**config.mk**
```make
export PLATFORM = sky130hd
export DESIGN_NAME = burst_ctrl
export DESIGN_NICKNAME = d
export VERILOG_FILES = /design/src/rtl/burst_pkg.sv /design/src/rtl/burst_sync.sv /design/src/rtl/burst_track.sv /design/src/rtl/burst_ctrl.sv
export SDC_FILE = /design/constraint.sdc
export NUM_CORES = 1
export LEC_CHECK = 0
export BUFFER_PORTS_ARGS = -buffer_cell sky130_fd_sc_hd__buf_4
export CAP_MARGIN = 20
export CORE_MARGIN = 3
export CORE_UTILIZATION = 27
export CTS_BUF_LIST = sky130_fd_sc_hd__clkbuf_8
export CTS_CLUSTER_SIZE = 20
export DETAILED_ROUTE_END_ITERATION = 10
export PLACE_DENSITY = 0.49
export SLEW_MARGIN = 20
export SYNTH_ARGS = -nofsm -noshare
export SYNTH_HDL_FRONTEND = slang
export SYNTH_SLANG_ARGS = --single-unit
```
**constraint.sdc**
```tcl
create_clock -name clk -period 3.36 [get_ports clk]
set_clock_uncertainty 0.05 [all_clocks]
set_input_delay 0.336 -clock clk [delete_from_list [all_inputs] [get_ports clk]]
set_output_delay 0.336 -clock clk [all_outputs]
set_load 0.03 [all_outputs]
```
**src/rtl/burst_pkg.sv**
```systemverilog
package burst_pkg;

    localparam int NIN  = 3;   // {c,b,a}
    localparam int NOUT = 2;   // {x,y}

    typedef enum logic [1:0] {
        ST_REST = 2'd0,
        ST_ARM  = 2'd1,
        ST_PEAK = 2'd2,
        ST_FALL = 2'd3
    } st_t;

    typedef struct packed {
        logic [NIN-1:0] burst;  // inputs that make up the awaited burst
        logic [NIN-1:0] dc;     // directed don't-care inputs
        logic [NIN-1:0] tgt;    // level each burst input must reach
        st_t            nxt;    // state entered when the burst completes
    } arc_t;

    function automatic arc_t arc_of(st_t s);
        arc_t r;
        unique case (s)
            ST_REST: r = '{burst: 3'b001, dc: 3'b010, tgt: 3'b001, nxt: ST_ARM};
            ST_ARM:  r = '{burst: 3'b110, dc: 3'b000, tgt: 3'b110, nxt: ST_PEAK};
            ST_PEAK: r = '{burst: 3'b100, dc: 3'b000, tgt: 3'b000, nxt: ST_FALL};
            ST_FALL: r = '{burst: 3'b011, dc: 3'b000, tgt: 3'b000, nxt: ST_REST};
        endcase
        return r;
    endfunction

endpackage

```
**src/rtl/burst_sync.sv**
```systemverilog
module burst_sync #(
    parameter int W      = 3,
    parameter int STAGES = 2
) (
    input  logic         clk,
    input  logic         rst_n,
    input  logic [W-1:0] d,
    output logic [W-1:0] q
);

    logic [W-1:0] pipe [STAGES];

    always_ff @(posedge clk or negedge rst_n) begin
        if (!rst_n) begin
            for (int i = 0; i < STAGES; i++) pipe[i] <= '0;
        end else begin
            pipe[0] <= d;
            for (int i = 1; i < STAGES; i++) pipe[i] <= pipe[i-1];
        end
    end

    assign q = pipe[STAGES-1];

endmodule

```
**src/rtl/burst_track.sv**
```systemverilog
module burst_track #(
    parameter int W = 3
) (
    input  logic         clk,
    input  logic         rst_n,
    input  logic [W-1:0] lvl,        // synchronized input levels
    input  logic [W-1:0] burst,      // current state's burst set
    input  logic [W-1:0] dc,         // current state's don't-care set
    input  logic [W-1:0] nxt_burst,  // burst set of the following state
    input  logic [W-1:0] nxt_tgt,    // target levels of the following state
    output logic [W-1:0] chg,
    output logic [W-1:0] seen,
    output logic         illegal,
    output logic         fire
);

    logic [W-1:0] prv_q;
    logic [W-1:0] seen_q;
    logic [W-1:0] seen_upd;
    logic [W-1:0] seen_d;
    logic         stray;
    logic         reversal;

    assign chg      = lvl ^ prv_q;
    // a burst edge on an unseen input reaches target; on a seen one it backs out
    assign seen_upd = (seen_q ^ (chg & burst)) & burst;
    assign stray    = |(chg & ~(burst | dc));
    assign reversal = |(chg & burst & seen_q);
    assign illegal  = stray | reversal;
    assign fire     = !illegal && (seen_upd == burst);

    // on entry the next state credits inputs already sitting at their target
    assign seen_d = fire ? (nxt_burst & ~(lvl ^ nxt_tgt)) : seen_upd;

    always_ff @(posedge clk or negedge rst_n) begin
        if (!rst_n) begin
            prv_q  <= '0;
            seen_q <= '0;
        end else begin
            prv_q  <= lvl;
            seen_q <= seen_d;
        end
    end

    assign seen = seen_q;

endmodule

```
**src/rtl/burst_ctrl.sv**
```systemverilog
module burst_ctrl
    import burst_pkg::*;
#(
    parameter int SYNC_STAGES = 2
) (
    input  logic            clk,
    input  logic            rst_n,
    input  logic [NIN-1:0]  din,
    output logic [NOUT-1:0] dout,
    output logic            err
);

    st_t            state_q;
    arc_t           cur;
    arc_t           nxt_arc;
    logic [NIN-1:0] lvl;
    logic [NIN-1:0] chg;
    logic [NIN-1:0] seen;
    logic           illegal;
    logic           fire;
    logic           err_q;

    burst_sync #(.W(NIN), .STAGES(SYNC_STAGES)) u_sync (
        .clk   (clk),
        .rst_n (rst_n),
        .d     (din),
        .q     (lvl)
    );

    assign cur     = arc_of(state_q);
    assign nxt_arc = arc_of(cur.nxt);

    burst_track #(.W(NIN)) u_track (
        .clk       (clk),
        .rst_n     (rst_n),
        .lvl       (lvl),
        .burst     (cur.burst),
        .dc        (cur.dc),
        .nxt_burst (nxt_arc.burst),
        .nxt_tgt   (nxt_arc.tgt),
        .chg       (chg),
        .seen      (seen),
        .illegal   (illegal),
        .fire      (fire)
    );

    // state register
    always_ff @(posedge clk or negedge rst_n) begin
        if (!rst_n)    state_q <= ST_REST;
        else if (fire) state_q <= cur.nxt;
    end

    always_ff @(posedge clk or negedge rst_n) begin
        if (!rst_n)       err_q <= 1'b0;
        else if (illegal) err_q <= 1'b1;
    end

    // output decode
    always_comb begin
        unique case (state_q)
            ST_REST: dout = 2'b00;
            ST_ARM:  dout = 2'b11;
            ST_PEAK: dout = 2'b01;
            ST_FALL: dout = 2'b10;
        endcase
    end

    assign err = err_q;

endmodule

```
==> metrics, run 1 <==
nets 86; final max-slew violation count 0; Syn Nets 75; Hold Crit Depth 1; mapped cell area 776 um^2; DR vias about 450; CP max FO 6; area grow syn2layout 16.9%; htree depth 1; EDFF count, synth 0; largest net degree at the start of global routing 16; DRC viols 0; critical-path cell list inv_1 -> ha_1 -> or2_2 -> inv_1 -> and2_1 -> ha_1 -> or3_4 -> a221oi_4 -> o211ai_4 -> mux2i_1; Row Count 18; Diodes inserted 0; Synth area leaders dfrtp_1, ha_1, mux2i_1; chip width 59.6 um; Pwr Density 1010 nW/um^2; flop-to-flop setup slack between 800 and 900 ps; total CTS buffers 3; CP top delay family simple AND/OR/NAND/NOR gates; CP peak stage delay 400 ps; Hold Crit Start din[2]; finished layout cell area 907 um^2; Worst Max-Slew Pin Slew about 360 ps; post-route clock period utilization about three quarters; starting density of the core just under 30%; final core occ 34.7%; R2R depth 10; Post-DRT Antenna Nets 0; sequential area share after synthesis about half; GRT Total Usage 7.97%; clock tree buffer depth 2; synth warn 0; pre-CTS setup slack 818 ps; Clock Sinks 15; final non-filler cell total around 100; top-count cell post-synth dfrtp_1; DR iter-0 viols 1; Clock transition at path regs around 60 ps; # Max-Cap Violations 0; Inst Count DP 97; wire per inst between 10 and 15 um; top-area cell type share of the netlist area roughly half; Rel. slew slack between 70 and 80%; Die ar. 3550 um^2; post-route setup slack roughly 800 ps; post-cts gate resize count 0; Post-synth top flop dfrtp_1; height of the die ~60 um; Distinct cells, synth 22; fillers 254; Hold Fails Final Rpt 0; worst r2r dst state_q[1]; hold crit path type in -> reg; leak pwr 0.442 nW; I/O Pins 8; Yosys top cell by area dfrtp_1; RSZ-0062 raised after global routing no; PortBufs 7; fmax roughly 400 MHz; Reg-to-Reg Start state_q[0]; initial antenna violation count 0; Pre-Repair DR Iteration Count 2; crit start category register; CP Data Required Time roughly 3400 ps; first-pass GRT wire length 2.02 mm; outcome complete, no violations; Synth top cells by count dfrtp_1, ha_1, inv_1, mux2i_1; vias in the first global route slightly below 500; Worst Hold End u_sync.pipe[5]; Cells after Synth between 60 and 70; Root Buffer clkbuf_8; FFs w/ async S/R, synth 100%; worst skew pair latency roughly 250 ps; Setup CP Type reg -> reg; GPL Wtd Cong a little over 0.8; Crit-path slowest cell dfrtp_1; Seq cells post-synth 15; post-placement cell area around 850 um^2; GRT overflow 0; crit path from state_q[0]; Mean Syn Cell Area between 10 and 15 um^2; WL final approximately 1.2 mm; Min Clock Period, post-route between 2000 and 3000 ps; CP Capture Type register; WP data arrival roughly 2600 ps; setup TNS 0 ps; core box area between 2000 and 3000 um^2; layout cell share with drive strength beyond 1 roughly a quarter; peak supply drop 0.000517 V; Final setup viols 0; via/cell ratio between 4 and 5; CTS tree built; Worst Path Buf+Inv 2
==> layout by cell type (no fill, tap or decap) <==
master / instances
inv_1: 4
or3_4: 1
o211ai_4: 1
dlygate4sd3_1: 1
ha_1: 8
mux2i_1: 4
buf_4: 7
nor2_1: 3
nor3_1: 2
or2_2: 1
and2_1: 3
or2b_1: 1
a31oi_1: 1
xor2_1: 3
nand2_1: 2
clkbuf_8: 3
a21oi_1: 3
dfrtp_1: 15
nand3b_1: 1
a221oi_4: 1
clkinv_2: 1
xnor2_1: 3
nor3b_1: 1
mux2i_2: 1
and3_2: 1
==> where the power goes <==
part           internal, mW  total [mW]  switching [mW]
clock                0.0821       0.146          0.0639
combinational         0.234       0.537           0.303
sequential            0.215       0.233          0.0187
==> how the worst max path moves through the flow <==
stage                      end  cells past startpoint
floorplan           state_q[0]                     10
global placement    state_q[0]                     10
detailed placement  state_q[1]                     10
CTS                 state_q[1]                     10
global route        state_q[0]                     10
finish              state_q[1]                     10
==> final cells by class <==
type                            instances  area [um^2]  share of cell area [%]
Clock buffer                            3         41.3                    4.55
Clock inverter                          1         5.00                   0.552
Inverter                                4         15.0                    1.66
Multi-Input combinational cell         41          370                    40.8
Sequential cell                        15          375                    41.4
Tap cell                               30         37.5                    4.14
Timing Repair Buffer                    8         62.6                    6.90
==> worst register-to-register path, stage by stage, from the launching register on <==
cell      delay (ps)
dfrtp_1          400
inv_1            130
ha_1             270
or2_2            190
inv_1             70
and2_1           140
ha_1             170
or3_4            400
a221oi_4         260
o211ai_4         160
mux2i_1          160
==> cell families (layout without fill, tap and decap cells) <==
logic type               Yosys count  after routing  share of synthesized area (%)
AND/OR/NAND/NOR                   16             16                           12.3
flip-flops                        15             15                           48.4
adder cells (fa/ha/maj)            8              8                           12.9
AO/OA/AOI/OAI                      6              6                           8.87
XOR/XNOR                           6              6                           6.78
buffers and inverters              6             16                           3.87
multiplexers                       5              5                           6.94
==> per-layer routing <==
metal  routed length, um  global-route usage (%)  up-vias  part of all wire [%]
li1                    -                       -      227                     -
met1                 625                    9.72      208                    53
met2                 481                    11.5        9                    41
met3                  43                    2.18        4                   3.7
met4                  23                    6.65        0                   2.0
met5                   0                       0        -                     0
==> flip-flops by register name, indices dropped and copies added, names as in the netlist <==
| signal | cells |
|---|---|
| u_track.seen | 3 |
| u_sync.pipe | 3 |
| err | 1 |
| u_track.prv_q | 3 |
| state_q | 2 |
| u_sync.q | 3 |
==> per-stage QoR <==
stage | total power, mW | hold slack, ps
after global placement | 0.772 | 152
after CTS | 0.927 | 131
after global routing | 0.989 | 130
final | 0.916 | 141
after detailed placement | 0.776 | 151
after floorplan | 0.693 | -9.59
==> timing repair <==
action / in CTS / in global routing
buffers inserted: 0 / 0
endpoints found under the hold margin: 15 / 0
hold buffers: 1 / 0
Power figures use the tool's default switching activity.
==> run 2: changes to the inputs <==
clock period = 2.5 ns   (was 3.36 ns; I/O delays follow)
==> run 2 against run 1 <==
Net effect: clock power is 45% higher; clock-buffer cell count stayed put; hold slack worse by 94 ps; sequential power is 36% higher; core utilization is 2.5 points higher; critical path depth is 1 higher; largest power group unchanged; largest cell class is now multi-input gates; first-iteration DRC count grew to 5.0 times the previous value; via count is 5.8% higher; design area is 7.3% higher; flip-flop and latch count stayed put; cell count is 4.9% higher; worst setup slack worse by 650 ps.
==> metrics, run 2 (same netlist as run 1, synthesis figures left out) <==
outcome complete, no violations (unchanged); most common cell after layout, fill and taps aside dfrtp_1 (unchanged); area grow syn2layout 25.5% (was 16.9%); fillers 265 (was 254); peak supply drop 0.000713 V (was 0.000517 V); Pre-Repair DR Iteration Count 2 (unchanged); CP Capture Type register (unchanged); Pwr Density 1430 nW/um^2 (was 1010 nW/um^2); chip width 59.6 um (unchanged); largest net degree at the start of global routing 16 (unchanged); nets 91 (was 86); Root Buffer clkbuf_8 (unchanged); clock tree buffer depth 2 (unchanged); final core occ 37.3% (was 34.7%); most frequent cells in the layout dfrtp_1, buf_4, ha_1 (was dfrtp_1, ha_1, buf_4); crit start category register (unchanged); Diodes inserted 0 (unchanged); height of the die 59.6 um (unchanged); post-placement cell area 866 um^2 (was 851 um^2); CP Data Required Time 2580 ps (was 3430 ps); vias in the first global route 526 (was 488); hold crit path type in -> reg (unchanged); Min Clock Period, post-route 2330 ps (was 2540 ps); via/cell ratio 4.43 (was 4.39); DR vias 474 (was 448); CTS tree built (unchanged); Hold Fails Final Rpt 0 (unchanged); initial antenna violation count 0 (unchanged); crit path from state_q[1] (was state_q[0]); PortBufs 7 (unchanged); post-DP HPWL 954 um; finished layout cell area 973 um^2 (was 907 um^2); layout cell share with drive strength beyond 1 37.7% (was 23.6%); wire per inst 12.0 um (was 11.5 um); WL final 1.29 mm (was 1.17 mm); fmax 429 MHz (was 393 MHz); total power 1.39 mW (was 916 uW); Rel. slew slack 74.3% (was 75.7%); leak pwr 0.460 nW (was 0.442 nW); GPL Wtd Cong 0.666 (was 0.804); R2R depth 11 (was 10); starting density of the core 29.7% (unchanged); CP max FO 4 (was 6); Worst Max-Slew Pin Slew 384 ps (was 363 ps); I/O Pins 8 (unchanged); htree depth 1 (unchanged); core box area 2610 um^2 (unchanged); worst skew pair latency 250 ps (about the same); GRT overflow 0 (unchanged); Clock transition at path regs 70 ps (was 60 ps); Setup CP Type reg -> reg (unchanged); Reg-to-Reg Start state_q[1] (was state_q[0]); Final setup viols 0 (unchanged); DRC viols 0 (unchanged); post-route clock period utilization 93.3% (was 75.7%); WP data arrival 2410 ps (was 2620 ps); DR iter-0 viols 5 (was 1); worst r2r dst u_track.seen[0] (was state_q[1]); first-pass GRT wire length 2.26 mm (was 2.02 mm); # Max-Cap Violations 0 (unchanged); CP endpoint u_track.seen[0] (was state_q[1]); GRT Total Usage 8.64% (was 7.97%); Row Count 18 (unchanged); total CTS buffers 3 (unchanged); setup TNS 0 ps (unchanged); final max-slew violation count 0 (unchanged); Post-DRT Antenna Nets 0 (unchanged); flop-to-flop setup slack 170 ps (was 820 ps); Die ar. 3550 um^2 (unchanged); worst hold margin 46.6 ps (was 141 ps); Clock Sinks 15 (unchanged)
## run 2: changes by cell type in the layout (fill, tap and decap cells not counted), sizes merged
cell,previous run,this run
buf,7,12
clkinvlp,0,1
clkinv,1,0
## run 2: worst min path at each step
stage / start / end / slack [ps] / cells after the start
after global routing: din[1] / u_sync.pipe[4] / 30 / 1
after CTS: din[0] / u_sync.pipe[3] / 40 / 1
after detailed placement: rst_n / u_sync.pipe[4] / 70 / 1
after global placement: rst_n / state_q[0] / 70 / 1
final: din[0] / u_sync.pipe[3] / 50 / 1
after floorplan: rst_n / err / -100 / 0
## run 2: critical path: stages, from the launching register on
cell,delay (ps)
dfrtp_1,400
inv_2,80
ha_2,170
nor2_2,100
or2_4,130
inv_1,50
and2_1,130
ha_1,170
or3_4,350
a221oi_4,260
o211ai_4,160
mux2i_1,150
## run 2: metal layers
| layer | wire [um] | vias to the layer above | global-route usage [%] |
|---|---|---|---|
| met3 | 75 | 2 | 4.14 |
| li1 | - | 234 | - |
| met4 | 10 | 0 | 1.90 |
| met1 | 620 | 228 | 11.2 |
| met2 | 582 | 10 | 13.1 |
| met5 | 0 | - | 0 |
## run 2: area by class of cell
class                      instances  area, um^2  area share (%)
clock inverter                     1        7.51           0.771
inverter                           4        15.0            1.54
multi-input combinational         41         397            40.7
tap                               30        37.5            3.86
clock buffer                       3        41.3            4.24
timing repair buffer              13         100            10.3
sequential                        15         375            38.6
## run 2: per-stage QoR
step                      cells  worst slack (ps)
after global placement       99              37.8
after floorplan              62               173
after global routing        107             -27.1
after CTS                   104              41.2
after detailed placement     99              38.2
final                       107               168
## run 2: report_power, final
group / leakage [nW] / switching, mW / internal [mW] / total [mW]
registers: 0.177 / 0.0276 / 0.288 / 0.316
clock network: 0.0217 / 0.0991 / 0.112 / 0.211
logic: 0.261 / 0.434 / 0.427 / 0.861
## run 2: repair_timing
action | 4_1_cts | 5_1_grt
setup endpoints to repair | 0 | 5
resized for setup | 0 | 9
hold endpoints to repair | 15 | 0
hold buffers | 1 | 0
buffers inserted | 0 | 3
